$ cat src/rtl/ptu_pkg.sv
package ptu_pkg;

   localparam logic [32:0] NS_PER_SEC = 33'd1_000_000_000;

   typedef struct packed {
      logic [31:0] sec;
      logic [31:0] ns;
   } ptu_time_t;

   typedef enum logic [1:0] {
      ST_IDLE,
      ST_WAIT,
      ST_RUN
   } ptu_state_e;

   // field addresses inside one unit
   localparam logic [2:0] A_TGT_NS  = 3'd0;
   localparam logic [2:0] A_TGT_SEC = 3'd1;
   localparam logic [2:0] A_CYCLE   = 3'd2;
   localparam logic [2:0] A_PULSE   = 3'd3;
   localparam logic [2:0] A_COUNT   = 3'd4;
   localparam logic [2:0] A_CTRL    = 3'd5;
   localparam logic [2:0] A_STAT    = 3'd6;

   // true when time a is at or after time b (ns normalised below 1e9)
   function automatic logic t_reached(ptu_time_t a, ptu_time_t b);
      return {a.sec, a.ns} >= {b.sec, b.ns};
   endfunction

endpackage

$ cat src/rtl/ptu_time_add.sv
module ptu_time_add
   import ptu_pkg::*;
#(
   parameter int DW = 30
) (
   input  ptu_time_t         base,
   input  logic [DW-1:0]     delta,
   output ptu_time_t         sum
);

   localparam logic [32:0] TWO_SEC = NS_PER_SEC + NS_PER_SEC;

   generate
      if (DW < 1 || DW > 30) begin : g_bad_dw
         $error("ptu_time_add: DW must lie in 1..30");
      end
   endgenerate

   logic [32:0] raw;

   always_comb begin
      raw = {1'b0, base.ns} + 33'(delta);
      if (raw >= TWO_SEC) begin
         sum.ns  = 32'(raw - TWO_SEC);
         sum.sec = base.sec + 32'd2;
      end else if (raw >= NS_PER_SEC) begin
         sum.ns  = 32'(raw - NS_PER_SEC);
         sum.sec = base.sec + 32'd1;
      end else begin
         sum.ns  = raw[31:0];
         sum.sec = base.sec;
      end
   end

endmodule

$ cat src/rtl/ptu_unit.sv
module ptu_unit
   import ptu_pkg::*;
#(
   parameter int CW_W  = 30,
   parameter int PW_W  = 24,
   parameter int CNT_W = 16,
   parameter int GS_W  = 2
) (
   input  logic             clk,
   input  logic             rst_n,
   input  ptu_time_t        now,
   input  logic             wr_en,
   input  logic [2:0]       wr_addr,
   input  logic [31:0]      wr_data,
   output logic             level_o,
   output logic             active_o,
   output logic             done_o,
   output logic             err_o,
   output logic             irq_o,
   output logic [GS_W-1:0]  gsel_o
);

   localparam int PD_W = PW_W + 3;

   ptu_time_t        tgt_q, nxt_q, hend_q, nxt_d, hend_d;
   logic [CW_W-1:0]  cyc_q;
   logic [PW_W-1:0]  pw_q;
   logic [CNT_W-1:0] cnt_q, ncyc_q;
   logic [GS_W-1:0]  gsel_q;
   logic             notify_q, level_q, done_q, err_q, irq_q;
   ptu_state_e       state_q;

   logic at_bound, at_hend, last_cyc, wr_ctrl, trig_rst, arm, late;
   logic unused_wr;

   assign unused_wr = ^wr_data;

   ptu_time_add #(.DW(CW_W)) u_next (.base(nxt_q), .delta(cyc_q),          .sum(nxt_d));
   ptu_time_add #(.DW(PD_W)) u_high (.base(nxt_q), .delta({pw_q, 3'b000}), .sum(hend_d));

   assign at_bound = t_reached(now, nxt_q);
   assign at_hend  = t_reached(now, hend_q);
   assign last_cyc = (cnt_q != '0) && (ncyc_q == cnt_q);
   assign wr_ctrl  = wr_en && (wr_addr == A_CTRL);
   assign trig_rst = wr_ctrl && wr_data[1];
   assign arm      = wr_ctrl && !wr_data[1] && wr_data[0];
   assign late     = !t_reached(tgt_q, now);

   always_ff @(posedge clk) begin
      if (!rst_n) begin
         tgt_q    <= '0;
         nxt_q    <= '0;
         hend_q   <= '0;
         cyc_q    <= '0;
         pw_q     <= '0;
         cnt_q    <= '0;
         ncyc_q   <= '0;
         gsel_q   <= '0;
         notify_q <= 1'b0;
         level_q  <= 1'b0;
         done_q   <= 1'b0;
         err_q    <= 1'b0;
         irq_q    <= 1'b0;
         state_q  <= ST_IDLE;
      end else begin
         if (wr_en) begin
            case (wr_addr)
               A_TGT_NS:  tgt_q.ns  <= wr_data;
               A_TGT_SEC: tgt_q.sec <= wr_data;
               A_CYCLE:   cyc_q     <= wr_data[CW_W-1:0];
               A_PULSE:   pw_q      <= wr_data[PW_W-1:0];
               A_COUNT:   cnt_q     <= wr_data[CNT_W-1:0];
               A_CTRL: begin
                  if (!wr_data[1]) begin
                     notify_q <= wr_data[2];
                     gsel_q   <= wr_data[4 +: GS_W];
                  end
               end
               A_STAT: begin
                  if (wr_data[0]) done_q <= 1'b0;
                  if (wr_data[1]) err_q  <= 1'b0;
                  if (wr_data[2]) irq_q  <= 1'b0;
               end
               default: ;
            endcase
         end

         if (trig_rst) begin
            state_q <= ST_IDLE;
         end else if (arm) begin
            if (late) begin
               err_q   <= 1'b1;
               state_q <= ST_IDLE;
            end else begin
               nxt_q   <= tgt_q;
               ncyc_q  <= '0;
               state_q <= ST_WAIT;
            end
         end else begin
            case (state_q)
               ST_WAIT: begin
                  if (at_bound) begin
                     level_q <= 1'b1;
                     nxt_q   <= nxt_d;
                     hend_q  <= hend_d;
                     ncyc_q  <= CNT_W'(1);
                     state_q <= ST_RUN;
                  end
               end
               ST_RUN: begin
                  if (at_bound) begin
                     if (last_cyc) begin
                        level_q <= 1'b0;
                        done_q  <= 1'b1;
                        if (notify_q) irq_q <= 1'b1;
                        state_q <= ST_IDLE;
                     end else begin
                        level_q <= 1'b1;
                        nxt_q   <= nxt_d;
                        hend_q  <= hend_d;
                        if (cnt_q != '0) ncyc_q <= ncyc_q + CNT_W'(1);
                     end
                  end else if (at_hend) begin
                     level_q <= 1'b0;
                  end
               end
               default: ;
            endcase
         end
      end
   end

   assign level_o  = level_q;
   assign active_o = (state_q != ST_IDLE);
   assign done_o   = done_q;
   assign err_o    = err_q;
   assign irq_o    = irq_q;
   assign gsel_o   = gsel_q;

   // a rise only follows a sampled time at or past the boundary
   p_rise_on_bound_r2: assert property (@(posedge clk) disable iff (!rst_n)
      $rose(level_q) |-> $past(at_bound));

   // a fall only follows the high-time end or the final boundary
   p_fall_on_end_r3: assert property (@(posedge clk) disable iff (!rst_n)
      $fell(level_q) |-> $past(at_hend || at_bound));

   // completion leaves the pin low and the unit idle
   p_done_quiet_r5: assert property (@(posedge clk) disable iff (!rst_n)
      $rose(done_q) |-> (!level_q && !active_o));

   // interrupt only with notify selected
   p_irq_notify_r7: assert property (@(posedge clk) disable iff (!rst_n)
      $rose(irq_q) |-> notify_q);

   // a late start sets the error flag and stays idle
   p_late_err_r8: assert property (@(posedge clk) disable iff (!rst_n)
      (arm && late) |=> (err_o && !active_o));

   // trigger reset stops the unit and holds the pin level
   p_trig_hold_r10: assert property (@(posedge clk) disable iff (!rst_n)
      trig_rst |=> ($stable(level_q) && !active_o));

endmodule

$ cat src/rtl/pulse_trig.sv
module pulse_trig
   import ptu_pkg::*;
#(
   parameter int NUM_UNITS = 3,
   parameter int NUM_PINS  = 4,
   parameter int CW_W      = 30,
   parameter int PW_W      = 24,
   parameter int CNT_W     = 16,
   localparam int UNIT_W   = (NUM_UNITS > 1) ? $clog2(NUM_UNITS) : 1,
   localparam int GS_W     = $clog2(NUM_PINS)
) (
   input  logic                 clk,
   input  logic                 rst_n,
   input  logic [31:0]          now_sec,
   input  logic [31:0]          now_ns,
   input  logic                 wr_en,
   input  logic [UNIT_W-1:0]    wr_unit,
   input  logic [2:0]           wr_addr,
   input  logic [31:0]          wr_data,
   output logic [NUM_PINS-1:0]  gpio_out,
   output logic [NUM_UNITS-1:0] unit_active,
   output logic [NUM_UNITS-1:0] unit_done,
   output logic [NUM_UNITS-1:0] unit_err,
   output logic [NUM_UNITS-1:0] unit_irq
);

   generate
      if (NUM_UNITS < 1 || NUM_UNITS > 8) begin : g_bad_units
         $error("pulse_trig: NUM_UNITS must lie in 1..8");
      end
      if (NUM_PINS < 2 || NUM_PINS > 16) begin : g_bad_pins
         $error("pulse_trig: NUM_PINS must lie in 2..16");
      end
      if (PW_W + 3 > 30 || PW_W < 1) begin : g_bad_pw
         $error("pulse_trig: high-time field too wide");
      end
      if (CNT_W < 1 || CNT_W > 32) begin : g_bad_cnt
         $error("pulse_trig: CNT_W must lie in 1..32");
      end
   endgenerate

   ptu_time_t             now;
   logic [NUM_UNITS-1:0]  lvl;
   logic [GS_W-1:0]       gsel [NUM_UNITS];

   assign now.sec = now_sec;
   assign now.ns  = now_ns;

   generate
      for (genvar u = 0; u < NUM_UNITS; u++) begin : g_unit
         ptu_unit #(
            .CW_W (CW_W),
            .PW_W (PW_W),
            .CNT_W(CNT_W),
            .GS_W (GS_W)
         ) u_unit (
            .clk     (clk),
            .rst_n   (rst_n),
            .now     (now),
            .wr_en   (wr_en && (wr_unit == UNIT_W'(u))),
            .wr_addr (wr_addr),
            .wr_data (wr_data),
            .level_o (lvl[u]),
            .active_o(unit_active[u]),
            .done_o  (unit_done[u]),
            .err_o   (unit_err[u]),
            .irq_o   (unit_irq[u]),
            .gsel_o  (gsel[u])
         );
      end
   endgenerate

   always_comb begin
      gpio_out = '0;
      for (int p = 0; p < NUM_PINS; p++) begin
         for (int u = 0; u < NUM_UNITS; u++) begin
            if (lvl[u] && (gsel[u] == GS_W'(p))) gpio_out[p] = 1'b1;
         end
      end
   end

   // a high pin must be owned by a unit that is driving high
   p_pin_owner_r11: assert property (@(posedge clk) disable iff (!rst_n)
      (gpio_out != '0) |-> (lvl != '0));

endmodule

$ cat config.mk
export PLATFORM = sky130hd
export DESIGN_NAME = pulse_trig
export DESIGN_NICKNAME = d
export VERILOG_FILES = /design/src/rtl/ptu_pkg.sv /design/src/rtl/ptu_time_add.sv /design/src/rtl/ptu_unit.sv /design/src/rtl/pulse_trig.sv
export SDC_FILE = /design/constraint.sdc
export NUM_CORES = 2
export LEC_CHECK = 0
export ABC_AREA = 1
export BUFFER_PORTS_ARGS = -buffer_cell sky130_fd_sc_hd__clkbuf_2
export CORE_MARGIN = 1.5
export CORE_UTILIZATION = 40
export CTS_CLUSTER_SIZE = 28
export DETAILED_ROUTE_END_ITERATION = 7
export MAX_ROUTING_LAYER = met4
export SLEW_MARGIN = 10
export SYNTH_ARGS = -nofsm -noshare
export SYNTH_HDL_FRONTEND = slang
export SYNTH_SLANG_ARGS = --single-unit
$ cat constraint.sdc
create_clock -name clk -period 7.1 [get_ports clk]
set_input_delay 1.42 -clock clk [delete_from_list [all_inputs] [get_ports clk]]
set_output_delay 1.42 -clock clk [all_outputs]
set_load 0.05 [all_outputs]
Word-level counts from Yosys, hierarchy flattened
Index checks and enable logic that the tools add are counted.
{"block": "classes", "addsub": 27, "eq_ne": 56, "n_reduce_logical": 84, "mux": 177, "magnitude_cmp": 21, "bitwise": 8}
{"cell": "64-bit two-way mux", "count": 36}
{"cell": "64-bit case mux with 2 select lines", "count": 6}
{"cell": "64-bit >= comparator", "count": 9}
{"cell": "16-bit two-way mux", "count": 18}
{"cell": "33-bit by 30-bit >= comparator with 1-bit output, second input constant", "count": 6}
{"cell": "33-bit by 31-bit >= comparator with 1-bit output, second input constant", "count": 6}
{"cell": "32-bit by 30-bit subtractor with 32-bit output, second input constant", "count": 6}
{"cell": "32-bit by 31-bit subtractor with 32-bit output, second input constant", "count": 6}
{"cell": "32-bit by 27-bit adder with 33-bit output", "count": 3}
{"cell": "32-bit by 30-bit adder with 33-bit output", "count": 3}
{"cell": "32-bit by 1-bit adder with 32-bit output, second input constant", "count": 3}
{"cell": "32-bit by 2-bit adder with 32-bit output, second input constant", "count": 3}
{"cell": "1-bit two-way mux", "count": 96}
{"cell": "16-bit case mux with 2 select lines", "count": 3}
{"cell": "16-bit by 1-bit adder with 16-bit output, second input constant", "count": 3}
{"cell": "16-bit equality test", "count": 3}
{"cell": "16-bit nonzero test", "count": 3}
{"cell": "3-bit by 1-bit != test with 1-bit output, second input constant", "count": 15}
{"cell": "6-bit AND reduction", "count": 6}
{"cell": "1-bit logical AND", "count": 30}
{"cell": "2-bit AND reduction", "count": 15}
{"cell": "2-bit two-way mux", "count": 12}
{"cell": "7-bit AND reduction", "count": 3}
{"cell": "2-bit equality test, second input constant", "count": 10}
{"cell": "19 further kinds", "count": 69}
{"block": "word_totals", "in_bits": 104, "reg_bits": 861}

Logic depth before layout (Yosys ltp)
{"block": "logic_depth", "ltp_word": 9, "ltp_mapped": 30, "ltp_nobuf": 29}

Cells and area by module
A second synthesis with hierarchy kept.
{"block": "hier_totals", "hier_cells": 16473, "hier_area_um2": 93477.2}
{"mod": "ptu_unit at g_unit[0].u_unit ...", "seq_area_each_um2": 5745.5, "area_each_um2": 17285.3, "instances": 2, "cells_per_inst": 2569}
{"mod": "ptu_unit at g_unit[2].u_unit", "seq_area_each_um2": 5745.5, "area_each_um2": 16943.8, "instances": 1, "cells_per_inst": 2501}
{"mod": "ptu_time_add at g_unit[0].u_unit.u_next ...", "seq_area_each_um2": 0.0, "area_each_um2": 7043.0, "instances": 2, "cells_per_inst": 1465}
{"mod": "ptu_time_add at g_unit[1].u_unit.u_high ...", "seq_area_each_um2": 0.0, "area_each_um2": 7020.5, "instances": 2, "cells_per_inst": 1493}
{"mod": "ptu_time_add at g_unit[2].u_unit.u_next", "seq_area_each_um2": 0.0, "area_each_um2": 6926.6, "instances": 1, "cells_per_inst": 1459}
{"mod": "ptu_time_add at g_unit[0].u_unit.u_high", "seq_area_each_um2": 0.0, "area_each_um2": 6770.2, "instances": 1, "cells_per_inst": 1431}
{"mod": "pulse_trig", "seq_area_each_um2": 0.0, "area_each_um2": 138.9, "instances": 1, "cells_per_inst": 28}

Least setup slack after synthesis
No wires, ideal clock.
{"block": "synth_timing", "kind": "input to register", "startpoint": "input port now_sec[31]", "endpoint": "register g_unit[0].u_unit.hend_q[25] (netlist bit)", "arrival_ns": 3.859, "cell_stages": 18, "slack_ns": 3.132, "required_time_ns": 6.991, "cell_sequence": "ha_1 -> nand2_1 -> inv_1 -> nand3_1 -> nor3_1 -> nor4b_1 -> and3_1 -> nand4_1 -> nand3_1 -> nor2_1 -> inv_1 -> nand3_1 -> nor2_1 -> clkbuf_1 -> buf_2 -> nand3_1 -> nand2_1 -> inv_1"}
{"block": "synth_via", "elab_chain_cells": 3, "elab_cells_between_ends": 4}
{"element": "start, declared", "line": "pulse_trig.sv:14", "source": "input logic [31:0] now_sec,"}
{"element": "64-bit >= comparator *", "line": "ptu_pkg.sv:27", "source": "return {a.sec, a.ns} >= {b.sec, b.ns};"}
{"element": "2-bit by 1-bit != test with 1-bit output (no source line)"}
{"element": "6-bit AND reduction (no source line) *"}
{"element": "end signal, assigned", "line": "ptu_unit.sv:105", "source": "hend_q <= hend_d;"}
{"element": "end signal, assigned", "line": "ptu_unit.sv:120", "source": "hend_q <= hend_d;"}
{"element": "end, declared", "line": "ptu_unit.sv:25", "source": "ptu_time_t tgt_q, nxt_q, hend_q, nxt_d, hend_d;"}
Mark *: on every way between the ends. The rest lies on a longest branch, timed or not.
A chain may end at the register's enable or synchronous reset.

Worst setup path in the final report
{"block": "layout_timing", "startpoint": "register g_unit[0].u_unit.nxt_q[0] (netlist bit)", "endpoint": "register g_unit[0].u_unit.nxt_q[32] (netlist bit)"}
{"block": "layout_via", "elab_chain_cells": 8, "elab_cells_between_ends": 14}
{"element": "start, declared", "line": "ptu_unit.sv:25"}
{"element": "start signal, assigned", "line": "ptu_unit.sv:95", "source": "nxt_q <= tgt_q;"}
{"element": "start signal, assigned", "line": "ptu_unit.sv:104", "source": "nxt_q <= nxt_d;"}
{"element": "start signal, assigned", "line": "ptu_unit.sv:119", "source": "nxt_q <= nxt_d;"}
{"element": "32-bit by 30-bit adder with 33-bit output", "line": "ptu_time_add.sv:22", "source": "raw = {1'b0, base.ns} + 33'(delta);"}
{"element": "33-bit by 30-bit >= comparator with 1-bit output", "line": "ptu_time_add.sv:26", "source": "end else if (raw >= NS_PER_SEC) begin"}
{"element": "64-bit two-way mux", "line": "ptu_time_add.sv:26"}
{"element": "64-bit two-way mux", "line": "ptu_time_add.sv:23", "source": "if (raw >= TWO_SEC) begin"}
{"element": "64-bit two-way mux", "line": "ptu_unit.sv:112", "source": "if (last_cyc) begin"}
{"element": "64-bit two-way mux", "line": "ptu_unit.sv:111", "source": "if (at_bound) begin"}
{"element": "64-bit case mux with 2 select lines", "line": "ptu_unit.sv:100", "source": "case (state_q)"}
{"element": "64-bit two-way mux", "line": "ptu_unit.sv:90", "source": "end else if (arm) begin"}
Parallel ways exist; a longest one is shown, timed or not. The select of a mux whose other input is x is not followed.

==> results.json <==
{
  "status": "complete, no violations",
  "drt-initial-drc-count": 9693,
  "synthCells": 12900,
  "clk_pin_slew_ns": 0.06,
  "crit_required_ns": 7.82,
  "irDropWorstVdd_uv": 254,
  "setup_viol": 0,
  "start_util": 0.402,
  "synth_fp_nets": 13800,
  "power_density_nw_per_um2": 162,
  "leakagePower_nw": 39.4,
  "grt_use_total": 0.383,
  "top_layer_used": "met4",
  "endpoint_kind": "flop",
  "rows": 162,
  "cp.arrival_ns": 6.26,
  "async_reset_ff_frac": 0,
  "fin_skew_ns": 0.0807,
  "synth_seq_area_share": 0.220,
  "hold_viol": 0,
  "grt_max_degree": 162,
  "placed_area_sq_um": 81100,
  "cts_tree": "done",
  "ys_ff_latch": 861,
  "hold_buffers": 0,
  "max_slew.worst_pin.slew_ns": 1.27,
  "ios": 120,
  "via_count": 88700,
  "drv_cap": 0,
  "cts_sinks": 861,
  "period_share": 0.780,
  "synth_edf_count": 0,
  "overflow": 0,
  "insertion_delay_ns": 0.83,
  "dp_slack_ns": 1.24,
  "gp_congestion": 1.03,
  "worstReg2RegStart": "g_unit[0].u_unit.nxt_q[0]$_SDFFE_PN0P_",
  "min_path_type": "reg2reg",
  "ctsRootBufferMaster": "clkbuf_16",
  "ant_nets": 0,
  "antenna_found_initial": 28,
  "syn_area_sq_um": 78400,
  "wl_met3_um": 32500,
  "wl_um": 383000,
  "crit_path_start_kind": "flop",
  "wl_met2_um": 166000,
  "yosys_warnings": 0,
  "setup_slack_ns": 1.56,
  "post_cts_buffers": 0,
  "yosysUniqueCellTypes": 68,
  "relSlewSlack": 0.150,
  "worstHoldStart": "g_unit[2].u_unit.hend_q[8]$_SDFFE_PN0P_",
  "setup_tns_ns": 0,
  "die_h_um": 446,
  "stdcell_count": 15500,
  "dp_hpwl_um": 285000,
  "grt_pass1_wl_um": 550000,
  "port_buffers": 119,
  "htree_levels": 3,
  "final_area_sq_um": 85100,
  "setup.worst_path.start": "g_unit[0].u_unit.nxt_q[0]$_SDFFE_PN0P_",
  "routedLengthMet1_um": 159000,
  "slew_viol_final": 0,
  "critPathMaxFanout": 32,
  "synth_area_per_cell_sq_um": 6.07,
  "syn_to_final_growth_pct": 8.59,
  "synth_ff_type": "dfxtp_1",
  "core_area_sq_um": 195000,
  "drc": 0,
  "fp.dieW_um": 446,
  "min_period_ns": 5.54,
  "layout-drive-gt1-share": 0.0495,
  "first_global_vias": 81700,
  "dieArea_sq_um": 199000,
  "ctsLongestPathBuffers": 3,
  "criticalPathCategory": "reg2reg",
  "nets": 13700,
  "wire_per_inst_um": 24.7,
  "vias_per_cell": 5.72,
  "fmax_mhz": 181,
  "rsz0062_at_grt": "no",
  "drt_pass1_iterations": 7,
  "place_inst": 15300,
  "p_total_mw": 13.7,
  "post_cts_resize_count": 0,
  "cts_buffers": 107
}
[critical path: stages, from the launching register on]
cell and delay [ns]:
dfxtp_1 0.43, ha_1 0.27, fa_1 0.41, nand3_1 0.11, nand2_1 0.17, nand2_1 0.10
nand2_1 0.15, nand2_1 0.12, nand2_2 0.10, xor2_2 0.22, inv_1 0.15, ha_1 0.16
inv_1 0.04, nor2_1 0.14, nand2_1 0.07, nor4_1 0.54, nand3b_1 0.22, nand3_4 0.35
buf_4 0.57, nor2_4 0.27, o21ai_0 0.64, nand2_1 0.10, nand2_1 0.09, nor2_1 0.05
[cell families (layout without fill, tap and decap cells)]
family | Yosys count | in the layout | synth area share
buffers and inverters | 2022 | 1971 | 0.102
other | 0 | 26 | 0
DFF | 861 | 861 | 0.220
and+or+nand+nor | 6432 | 6432 | 0.341
adders and majority gates | 798 | 798 | 0.128
AOI/OAI and AO/OA | 2428 | 2428 | 0.166
xor gates and xnor gates | 373 | 373 | 0.0431
[synth_stat cells (all sizes together) (44+ instances only)]
cell,count,share of area
a21oi,1149,0.074
buf,184,0.014
clkbuf,299,0.014
dfxtp,861,0.22
ha,792,0.13
inv,1523,0.073
nand2,3416,0.17
nand3,742,0.048
nand4,248,0.020
nor2,1679,0.082
nor3,188,0.012
nor4,58,0.0050
o211ai,88,0.0086
o21a,44,0.0042
o21ai,971,0.062
xnor2,60,0.0070
xor2,313,0.036
[power by group]
| group | switching (mW) | total (mW) | leakage [nW] | internal (mW) |
|---|---|---|---|---|
| Combinational | 1.73 | 2.40 | 30.6 | 0.670 |
| Clock | 2.56 | 6.22 | 1.90 | 3.66 |
| Sequential | 0.151 | 5.12 | 6.95 | 4.97 |
| Total | 4.45 | 13.7 | 39.4 | 9.30 |
[layout make-up]
class | count | area (sq um)
clock inverter | 56 | 906
timing repair buffer | 235 | 1540
fill | 20900 | 110000
multi-input combinational | 10000 | 53300
sequential | 861 | 17200
antenna | 26 | 65.1
inverter | 1539 | 5790
clock buffer | 141 | 3010
tap | 2624 | 3280
[registers in the layout, summed over array words and instances (netlist names)]
register                flops
g_unit.u_unit.cyc_q        90
g_unit.u_unit.pw_q         72
g_unit.u_unit.gsel_o        6
g_unit.u_unit.done_o        3
g_unit.u_unit.notify_q      3
g_unit.u_unit.ncyc_q       48
g_unit.u_unit.err_o         3
g_unit.u_unit.cnt_q        48
g_unit.u_unit.level_o       3
g_unit.u_unit.nxt_q       192
g_unit.u_unit.hend_q      192
g_unit.u_unit.irq_o         3
g_unit.u_unit.state_q       6
g_unit.u_unit.tgt_q       192
[path summary, 6_finish.rpt]
kind / depth (start not counted) / to / slack, ns
setup / recovery: 23 / g_unit[0].u_unit.nxt_q[32]$_SDFFE_PN0P_ / 1.56
setup reg to reg: 23 / g_unit[0].u_unit.nxt_q[32]$_SDFFE_PN0P_ / 1.56
hold reg to reg: 2 / g_unit[2].u_unit.hend_q[8]$_SDFFE_PN0P_ / 0.46
hold / removal: 2 / g_unit[2].u_unit.hend_q[8]$_SDFFE_PN0P_ / 0.46
[routing by layer]
layer / track usage / up-vias
li1: - / 42000
met1: 0.488 / 41600
met2: 0.573 / 4222
met3: 0.0545 / 904
met4: 0.227 / 0
met5: - / -
[cell usage in the layout, fill, tap and decap left out, types with 108 or more instances in the layout]
cell type  Yosys  final
nor2_1      1641   1630
dfxtp_1      861    861
clkbuf_16      0    108
buf_4         46    111
clkbuf_2       1    118
nor3_1       182    181
nand4_1      248    248
nand3_1      736    734
inv_1       1491   1487
ha_1         792    792
o21ai_0      904    904
nand2_1     3364   3360
a21oi_1     1143   1143
xor2_1       303    303
[through the flow]
step           hold WS [ns]   util
2_1_floorplan         0.433      -
3_3_place_gp          0.450  0.416
3_5_place_dp          0.454  0.416
4_1_cts               0.462  0.437
5_1_grt               0.485  0.437
6_report              0.460  0.437
No activity file was read; power rests on OpenSTA's default activity.
